===== config.mk =====
export PLATFORM = sky130hd
export DESIGN_NAME = dual_ref_divider
export DESIGN_NICKNAME = d
export VERILOG_FILES = /design/src/rtl/refdiv_pkg.sv /design/src/rtl/ratio_shadow.sv /design/src/rtl/period_counter.sv /design/src/rtl/strobe_gen.sv /design/src/rtl/dual_ref_divider.sv
export SDC_FILE = /design/constraint.sdc
export NUM_CORES = 1
export LEC_CHECK = 0
export BUFFER_PORTS_ARGS = -buffer_cell sky130_fd_sc_hd__buf_2
export CAP_MARGIN = 20
export CORE_MARGIN = 10
export CORE_UTILIZATION = 56
export DETAILED_ROUTE_END_ITERATION = 16
export GPL_ROUTABILITY_DRIVEN = 1
export PLACE_DENSITY = 0.82
export SLEW_MARGIN = 5
export SYNTH_ARGS = -nofsm -noshare
export SYNTH_HDL_FRONTEND = slang
export SYNTH_SLANG_ARGS = --single-unit

===== constraint.sdc =====
create_clock -name clk -period 4.65 [get_ports clk]
set_clock_uncertainty 0.05 [all_clocks]
set_input_delay 1.1625 -clock clk [delete_from_list [all_inputs] [get_ports clk]]
set_output_delay 1.1625 -clock clk [all_outputs]
set_load 0.01 [all_outputs]

===== src/rtl/refdiv_pkg.sv =====
package refdiv_pkg;

   typedef enum logic {
      B_FULL_RATE = 1'b0,
      B_HALF_RATE = 1'b1
   } b_rate_e;

   // Lower bound applied to any ratio before it reaches the counter.
   function automatic int unsigned floor_ratio(input int unsigned v, input int unsigned lo);
      return (v < lo) ? lo : v;
   endfunction

endpackage


===== src/rtl/ratio_shadow.sv =====
module ratio_shadow #(
   parameter int RATIO_W   = 12,
   parameter int MIN_RATIO = 8
) (
   input  logic               clk,
   input  logic               rst_n,
   input  logic               load,
   input  logic [RATIO_W-1:0] ratio_in,
   input  logic               sel_in,
   output logic [RATIO_W-1:0] next_ratio,
   output logic               next_sel,
   output logic               clamped
);
   localparam logic [RATIO_W-1:0] MIN_W = RATIO_W'(MIN_RATIO);

   logic [RATIO_W-1:0] shadow_q;
   logic               sel_q;
   logic               in_low;
   logic [RATIO_W-1:0] in_fixed;

   always_comb begin
      in_low   = (ratio_in < MIN_W);
      in_fixed = in_low ? MIN_W : ratio_in;
      // bypass lets a load in the wrap cycle reach the counter directly
      next_ratio = load ? in_fixed : shadow_q;
      next_sel   = load ? sel_in   : sel_q;
   end

   always_ff @(posedge clk or negedge rst_n) begin
      if (!rst_n) begin
         shadow_q <= MIN_W;
         sel_q    <= refdiv_pkg::B_FULL_RATE;
         clamped  <= 1'b0;
      end else if (load) begin
         shadow_q <= in_fixed;
         sel_q    <= sel_in;
         clamped  <= in_low;
      end
   end

   assert_shadow_floor_R2: assert property (@(posedge clk) disable iff (!rst_n)
      shadow_q >= MIN_W);
   assert_clamp_report_R2: assert property (@(posedge clk) disable iff (!rst_n)
      (load && (ratio_in < MIN_W)) |=> clamped);
endmodule


===== src/rtl/period_counter.sv =====
module period_counter #(
   parameter int RATIO_W   = 12,
   parameter int MIN_RATIO = 8
) (
   input  logic               clk,
   input  logic               rst_n,
   input  logic               run,
   input  logic [RATIO_W-1:0] next_ratio,
   input  logic               next_sel,
   output logic [RATIO_W-1:0] cnt,
   output logic [RATIO_W-1:0] active_ratio,
   output logic               active_sel
);
   localparam logic [RATIO_W-1:0] MIN_W = RATIO_W'(MIN_RATIO);
   localparam logic [RATIO_W-1:0] ONE_W = RATIO_W'(1);

   logic at_end;
   assign at_end = (cnt == active_ratio - ONE_W);

   always_ff @(posedge clk or negedge rst_n) begin
      if (!rst_n) begin
         cnt          <= '0;
         active_ratio <= MIN_W;
         active_sel   <= refdiv_pkg::B_FULL_RATE;
      end else if (!run || at_end) begin
         cnt          <= '0;
         active_ratio <= next_ratio;
         active_sel   <= next_sel;
      end else begin
         cnt <= cnt + ONE_W;
      end
   end

   assert_cnt_in_period_R1: assert property (@(posedge clk) disable iff (!rst_n)
      cnt < active_ratio);
   assert_idle_parks_R6: assert property (@(posedge clk) disable iff (!rst_n)
      !run |=> (cnt == '0));
   assert_ratio_held_R5: assert property (@(posedge clk) disable iff (!rst_n)
      (run && !at_end) |=> $stable(active_ratio));
endmodule


===== src/rtl/strobe_gen.sv =====
module strobe_gen #(
   parameter int RATIO_W   = 12,
   parameter bit HALF_B_EN = 1'b1
) (
   input  logic               clk,
   input  logic               rst_n,
   input  logic               run,
   input  logic               en_a,
   input  logic               en_b,
   input  logic [RATIO_W-1:0] cnt,
   input  logic [RATIO_W-1:0] active_ratio,
   input  logic               active_sel,
   output logic               strobe_a,
   output logic               strobe_b
);
   logic [RATIO_W-1:0] half_pt;
   logic               rise_evt;
   logic               fall_evt;
   logic               pass_b;

   always_comb begin
      half_pt  = active_ratio >> 1;
      rise_evt = run && (cnt == '0);
      fall_evt = run && (cnt == half_pt);
   end

   generate
      if (HALF_B_EN) begin : g_half_b
         logic skip_q;
         always_ff @(posedge clk or negedge rst_n) begin
            if (!rst_n)         skip_q <= 1'b0;
            else if (!run)      skip_q <= 1'b0;
            else if (fall_evt)  skip_q <= ~skip_q;
         end
         assign pass_b = !(active_sel && skip_q);
      end else begin : g_full_b
         logic unused_sel;
         assign unused_sel = active_sel;
         assign pass_b     = 1'b1;
      end
   endgenerate

   assign strobe_a = en_a && rise_evt;
   assign strobe_b = en_b && fall_evt && pass_b;

   assert_edges_apart_R4: assert property (@(posedge clk) disable iff (!rst_n)
      !(strobe_a && strobe_b));
   assert_a_one_cycle_R8: assert property (@(posedge clk) disable iff (!rst_n)
      strobe_a |=> !strobe_a);
   assert_b_one_cycle_R8: assert property (@(posedge clk) disable iff (!rst_n)
      strobe_b |=> !strobe_b);
endmodule


===== src/rtl/dual_ref_divider.sv =====
module dual_ref_divider #(
   parameter int RATIO_W   = 12,
   parameter int MIN_RATIO = 8,
   parameter bit HALF_B_EN = 1'b1
) (
   input  logic               clk,
   input  logic               rst_n,
   input  logic [RATIO_W-1:0] ratio_in,
   input  logic               half_b_sel,
   input  logic               ratio_load,
   input  logic               en_a,
   input  logic               en_b,
   output logic               strobe_a,
   output logic               strobe_b,
   output logic               clamp_seen
);
   generate
      if (RATIO_W < 4 || RATIO_W > 24) begin : g_bad_width
         $error("RATIO_W out of supported range");
      end
      if (MIN_RATIO < 2 || MIN_RATIO >= (1 << RATIO_W)) begin : g_bad_min
         $error("MIN_RATIO must be at least 2 and fit in RATIO_W");
      end
   endgenerate

   logic               run;
   logic [RATIO_W-1:0] next_ratio;
   logic               next_sel;
   logic [RATIO_W-1:0] cnt;
   logic [RATIO_W-1:0] active_ratio;
   logic               active_sel;

   assign run = en_a || en_b;

   ratio_shadow #(.RATIO_W(RATIO_W), .MIN_RATIO(MIN_RATIO)) u_shadow (
      .clk(clk), .rst_n(rst_n), .load(ratio_load), .ratio_in(ratio_in),
      .sel_in(half_b_sel), .next_ratio(next_ratio), .next_sel(next_sel),
      .clamped(clamp_seen));

   period_counter #(.RATIO_W(RATIO_W), .MIN_RATIO(MIN_RATIO)) u_count (
      .clk(clk), .rst_n(rst_n), .run(run), .next_ratio(next_ratio),
      .next_sel(next_sel), .cnt(cnt), .active_ratio(active_ratio),
      .active_sel(active_sel));

   strobe_gen #(.RATIO_W(RATIO_W), .HALF_B_EN(HALF_B_EN)) u_strobe (
      .clk(clk), .rst_n(rst_n), .run(run), .en_a(en_a), .en_b(en_b),
      .cnt(cnt), .active_ratio(active_ratio), .active_sel(active_sel),
      .strobe_a(strobe_a), .strobe_b(strobe_b));

   assert_restart_a_R6: assert property (@(posedge clk) disable iff (!rst_n)
      (!run ##1 en_a) |-> strobe_a);
endmodule


Yosys cells after proc, flatten, opt, wreduce, memory -nomap -nowiden

Index checks and enable logic that the tools add are counted.
W data, S select, Z words.

$add $sub $neg: 2
Order comparisons: 1
Eq/ne operators: 3
Multiplexer cells: 6
Bitwise operators: 1
Reduce and logical (&&, ||, !) cells: 11

Operator list:

| cell                    | count |
|---|---|
| $mux W12                | 3 |
| $add A12 B1 Y12 const B | 1 |
| $eq A12 B11 Y1          | 1 |
| $eq A12 B12 Y1          | 1 |
| $logic_not A12 Y1       | 1 |
| $lt A12 B4 Y1 const B   | 1 |
| $sub A12 B1 Y12 const B | 1 |
| $logic_and A1 B1 Y1     | 6 |
| $mux W1                 | 3 |
| $logic_not A1 Y1        | 2 |
| $logic_or A1 B1 Y1      | 2 |
| $ne A2 B2 Y1 const B    | 1 |
| $not A1 Y1              | 1 |

Bits in registers: 40
Input port bits: 18
Logic and storage cells: 31

Logic depth before layout (Yosys ltp)

Depth in word-level cells: 4
Mapped depth: 9

Cells and area by module

From an unflattened synthesis, not the netlist that was laid out.

Cells, all modules: 203
Area, all modules: 2308.5 um^2

By module, submodules not included:

| module           | times used | cells an instance | area an instance (um^2) |
|---|---|---|---|
| period_counter   | 1          | 135               | 1520.2 |
| ratio_shadow     | 1          | 41                | 565.5 |
| strobe_gen       | 1          | 26                | 216.5 |
| dual_ref_divider | 1          | 1                 | 6.3 |

Least setup slack after synthesis

No wires, ideal clock.

Path kind: input to output
From: in en_a
To: out strobe_a
Arrival: 1557 ps
Data required time: 3438 ps
Slack: 1880 ps
Cell stages on the path: 2
Buffers on the path: 0
Cell sequence: nor4b_1 and3_1

Word-level cells in the longest chain between the ends: 3

RTL lines:

| element                 | line                   | source |
|---|---|---|
| from (decl)             | dual_ref_divider.sv:11 | `input logic en_a,` |
| $logic_or A1 B1 Y1      | dual_ref_divider.sv:33 | `assign run = en_a \|\| en_b;` |
| $logic_and A1 B1 Y1     | strobe_gen.sv:23       | `rise_evt = run && (cnt == '0);` |
| $logic_and A1 B1 Y1 (*) | strobe_gen.sv:43       | `assign strobe_a = en_a && rise_evt;` |
| to (decl)               | dual_ref_divider.sv:13 | `output logic strobe_a,` |

Mark *: on every way between the ends. The rest lies on a longest branch, timed or not.

Worst setup path after layout

Ends and elaborated chain as after synthesis.

==> flow_metrics.env <==
export IMPL_outcome="finished, final reports clean"
export IMPL_max_clock_path_buffers=2
export IMPL_swShare_pct=30.7
export IMPL_worst_ep_required_time_ns=3.44
export IMPL_power_net_switching_mw=0.303
export IMPL_pin_count_of_the_biggest_net_entering_global_routing=41
export IMPL_clock_tree_root_cell="sky130_fd_sc_hd__clkbuf_8"
export IMPL_syn_area_per_cell_um2=11.0
export IMPL_row_count=23
export IMPL_path_common_cell="sky130_fd_sc_hd__buf_2"
export IMPL_postCtsSetupRepairBufs=0
export IMPL_powerDensity_nw_per_um2=398
export IMPL_hold_class="flop to flop"
export IMPL_clock_power_share_pct=28.2
export IMPL_cp_data_arrival_time_ns=1.77
export IMPL_setup_violations_final=0
export IMPL_global_route_usage_met3_pct=2.73
export IMPL_ys_seq_elements=40
export IMPL_h_tree_depth=2
export IMPL_crit_type="primary input to primary output"
export IMPL_grt_first_pass_wirelength_mm=7.33
export IMPL_cp_buffers_inverters=2
export IMPL_global_placement_routability_congestion=0.863
export IMPL_cts_hold_buf=0
export IMPL_slew_limit_headroom_pct=42.2
export IMPL_dp_final_hpwl_mm=3.20
export IMPL_routed_wire_length_per_instance_um=15.8
export IMPL_coreArea_um2=3970
export IMPL_crit_path_max_fanout=2
export IMPL_comb_power_share_pct=24.4
export IMPL_synthCells=208
export IMPL_i_o_pins=21
export IMPL_num_nets_final=243
export IMPL_start_util_pct=57.4
export IMPL_finalCritPeriodShare_pct=64.2
export IMPL_die_height_um=83.8
export IMPL_cts_repair_resize_count=0
export IMPL_drt_iter0_markers=48
export IMPL_internal_power_mw=0.683
export IMPL_final_core_util_pct=62.4
export IMPL_maxClockFrequency_ghz=0.335
export IMPL_synth_seq_area_share_pct=44.0
export IMPL_number_of_antenna_violations_at_the_first_check_in_global_routing=0
export IMPL_route_detailed_drc=0
export IMPL_finalHoldViolCount=0
export IMPL_startpoint_type="primary input"
export IMPL_synth_warnings=0
export IMPL_routing_usage_on_met1_pct=15.3
export IMPL_syn2layout_area_growth_pct=8.67
export IMPL_slew_violations=0
export IMPL_grt_setup_unrepaired="false"
export IMPL_netlist_area_um2=2280
export IMPL_fillers=307
export IMPL_dp_slack_ns=1.68
export IMPL_synth_distinct_cells=37
export IMPL_grt_remaining_overflow=0
export IMPL_first_global_vias=1554
export IMPL_detailed_place_area_um2=2370
export IMPL_num_vias=1514
export IMPL_portBuffers=20
export IMPL_tritoncts_num_sinks=40
export IMPL_floorplan_die_width_um=83.8
export IMPL_dr_pass1_iters=4
export IMPL_vdd_ir_drop_max_uv=272
export IMPL_critical_path_slowest_cell="sky130_fd_sc_hd__nor4b_1"
export IMPL_antenna_diode_count=0
export IMPL_layout_drive_gt1_share_pct=27.8
export IMPL_fin_tns_setup_ns=0
export IMPL_worst_path_dominant_cell_family="simple AND/OR/NAND/NOR gates"
export IMPL_clk_transition_reported_paths_ns=0.07
export IMPL_cts_tree="done"
export IMPL_postLayoutSetupSlackWorst_ns=1.66
export IMPL_post_detailed_route_count_of_antenna_violating_nets=0
export IMPL_vias_per_cell=5.55
export IMPL_most_crowded_layer_after_global_routing="met2"
export IMPL_track_usage_pct=12.4
export IMPL_max_stage_delay_ns=0.22
export IMPL_synth_fp_nets=229
export IMPL_totalWireLength_mm=4.32
export IMPL_p_leak_nw=1.13
export IMPL_post_route_min_period_ns=2.99
export IMPL_gr_usage_met2_pct=20.3
export IMPL_worst_setup_path_end_kind="primary output"
export IMPL_timing_worst_slew_pin_value_ns=0.867
export IMPL_cp_cell_sequence="buf_2 -> nor4b_1 -> and3_1 -> buf_2"
export IMPL_insertion_delay_ns=0.29
export IMPL_cap_viol_max_count=0
export IMPL_seq_power_share_pct=47.5
export IMPL_postLayoutCellArea_um2=2480
export IMPL_floorplan_die_area_um2=7030
export IMPL_cts_made_buffers=5
[final timing paths]
check	startpoint	endpoint	slack (ns)	cells after the start
hold reg to reg	u_shadow.shadow_q[3]	u_shadow.shadow_q[3]	0.45	2
setup reg to reg	u_count.active_ratio[1]	u_count.active_ratio[2]	1.80	8
max in group asynchronous	rst_n	u_count.cnt[7]	3.07	1
min in group asynchronous	rst_n	u_shadow.shadow_q[9]	0.92	1
hold / removal	u_shadow.shadow_q[3]	u_shadow.shadow_q[3]	0.45	2
setup / recovery	en_a	strobe_a	1.66	4
[registers in the layout, summed over array words and instances (netlist names)]
| signal | count |
|---|---|
| u_count.active_sel | 1 |
| u_shadow.clamped | 1 |
| u_shadow.shadow_q | 12 |
| u_strobe.g_half_b.skip_q | 1 |
| u_count.active_ratio | 12 |
| u_shadow.sel_q | 1 |
| u_count.cnt | 12 |
[power by group through the flow]
stage | combinational, mW | sequential (mW) | clock, mW
final | 0.241 | 0.468 | 0.278
after global routing | 0.265 | 0.477 | 0.294
after CTS | 0.243 | 0.468 | 0.281
after detailed placement | 0.240 | 0.475 | 0
after global placement | 0.230 | 0.473 | 0
after floorplan | 0.223 | 0.437 | 0
[layout by cell type (no fill, tap or decap)]
master / n
sky130_fd_sc_hd__nor3_1: 13
sky130_fd_sc_hd__buf_4: 1
sky130_fd_sc_hd__buf_2: 20
sky130_fd_sc_hd__ha_1: 3
sky130_fd_sc_hd__and4_2: 1
sky130_fd_sc_hd__clkbuf_8: 5
sky130_fd_sc_hd__mux2_4: 9
sky130_fd_sc_hd__nor2_1: 7
sky130_fd_sc_hd__clkbuf_1: 1
sky130_fd_sc_hd__nor4_2: 2
sky130_fd_sc_hd__or4_1: 1
sky130_fd_sc_hd__nor4_1: 6
sky130_fd_sc_hd__or3_1: 2
sky130_fd_sc_hd__nand3_1: 8
sky130_fd_sc_hd__nand2_1: 12
sky130_fd_sc_hd__and2_2: 1
sky130_fd_sc_hd__a311oi_2: 1
sky130_fd_sc_hd__nand2b_1: 2
sky130_fd_sc_hd__a41oi_4: 1
sky130_fd_sc_hd__a311o_2: 1
sky130_fd_sc_hd__dfstp_2: 2
sky130_fd_sc_hd__nor2b_1: 4
sky130_fd_sc_hd__inv_1: 9
sky130_fd_sc_hd__o21ai_0: 3
sky130_fd_sc_hd__dfrtp_1: 38
sky130_fd_sc_hd__nand4b_1: 1
sky130_fd_sc_hd__xor2_1: 23
sky130_fd_sc_hd__xnor2_1: 14
sky130_fd_sc_hd__nand4_1: 1
sky130_fd_sc_hd__o31ai_2: 1
sky130_fd_sc_hd__a21oi_1: 4
sky130_fd_sc_hd__bufinv_16: 1
sky130_fd_sc_hd__nor4b_1: 2
sky130_fd_sc_hd__or3b_1: 1
sky130_fd_sc_hd__clkinv_2: 1
sky130_fd_sc_hd__and4_1: 1
sky130_fd_sc_hd__and3_1: 5
sky130_fd_sc_hd__mux2_2: 14
sky130_fd_sc_hd__nor3b_2: 1
[metrics by stage]
step                power (mW)  hold slack, ns  instances
floorplan                0.660           0.418        208
global placement         0.703           0.432        265
detailed placement       0.716           0.437        265
CTS                      0.992           0.452        273
global route              1.04           0.467        273
finish                   0.986           0.451        273
[cell type report]
type / count / area, µm² / share of cell area [%]
multi-input cells: 145 / 1160 / 46.9
flip-flops and latches: 40 / 1000 / 40.5
repair buffers: 21 / 108 / 4.34
clock buffers: 6 / 72.6 / 2.93
well taps: 50 / 62.6 / 2.52
clock inverters: 2 / 35.0 / 1.41
inverters: 9 / 33.8 / 1.36
[tightest hold or removal path, delay by kind of cell, from the launching register on]
family / cells / cell delay [ns]
AO/OA/AOI/OAI: 1 / 0.06
AND/OR/NAND/NOR: 1 / 0.08
flip-flops: 1 / 0.36
[layer usage]
layer	wire (µm)	share of wire [%]	vias to the layer above
met5	0	0	-
met4	77	1.8	0
met3	109	2.5	9
met2	2140	49	23
met1	2000	46	743
li1	-	-	739
[cell families after synthesis]
family / Yosys count / synth area share, %
AOI/OAI and AO/OA: 11 / 4.44
xor gates and xnor gates: 37 / 14.2
adders and majority gates: 3 / 1.65
buffers and inverters: 23 / 4.99
DFF: 40 / 44.0
muxes: 23 / 12.8
and+or+nand+nor: 71 / 17.9
[synth_stat cells (all sizes together)]
cell | count | share of area [%]
and2 | 1 | 0.33
nand2 | 12 | 2.0
xnor2 | 14 | 5.4
ha | 3 | 1.6
dfstp | 2 | 2.3
or3b | 1 | 0.38
a21oi | 4 | 0.88
o21ai | 3 | 0.66
a41oi | 1 | 1.2
nor4 | 8 | 2.7
nand3 | 8 | 1.8
buf | 6 | 2.1
dfrtp | 38 | 42
inv | 9 | 1.5
and4 | 2 | 0.82
clkbuf | 8 | 1.4
and3 | 5 | 1.4
nor3 | 13 | 2.9
nor2 | 7 | 1.2
mux2 | 23 | 13
nand2b | 2 | 0.55
or4 | 1 | 0.33
nor2b | 4 | 1.1
or3 | 2 | 0.55
nor3b | 1 | 0.55
nor4b | 2 | 0.77
nand4b | 1 | 0.38
o31ai | 1 | 0.55
a311oi | 1 | 0.66
nand4 | 1 | 0.27
xor2 | 23 | 8.8
a311o | 1 | 0.49
(Power assumes the default switching activity.)
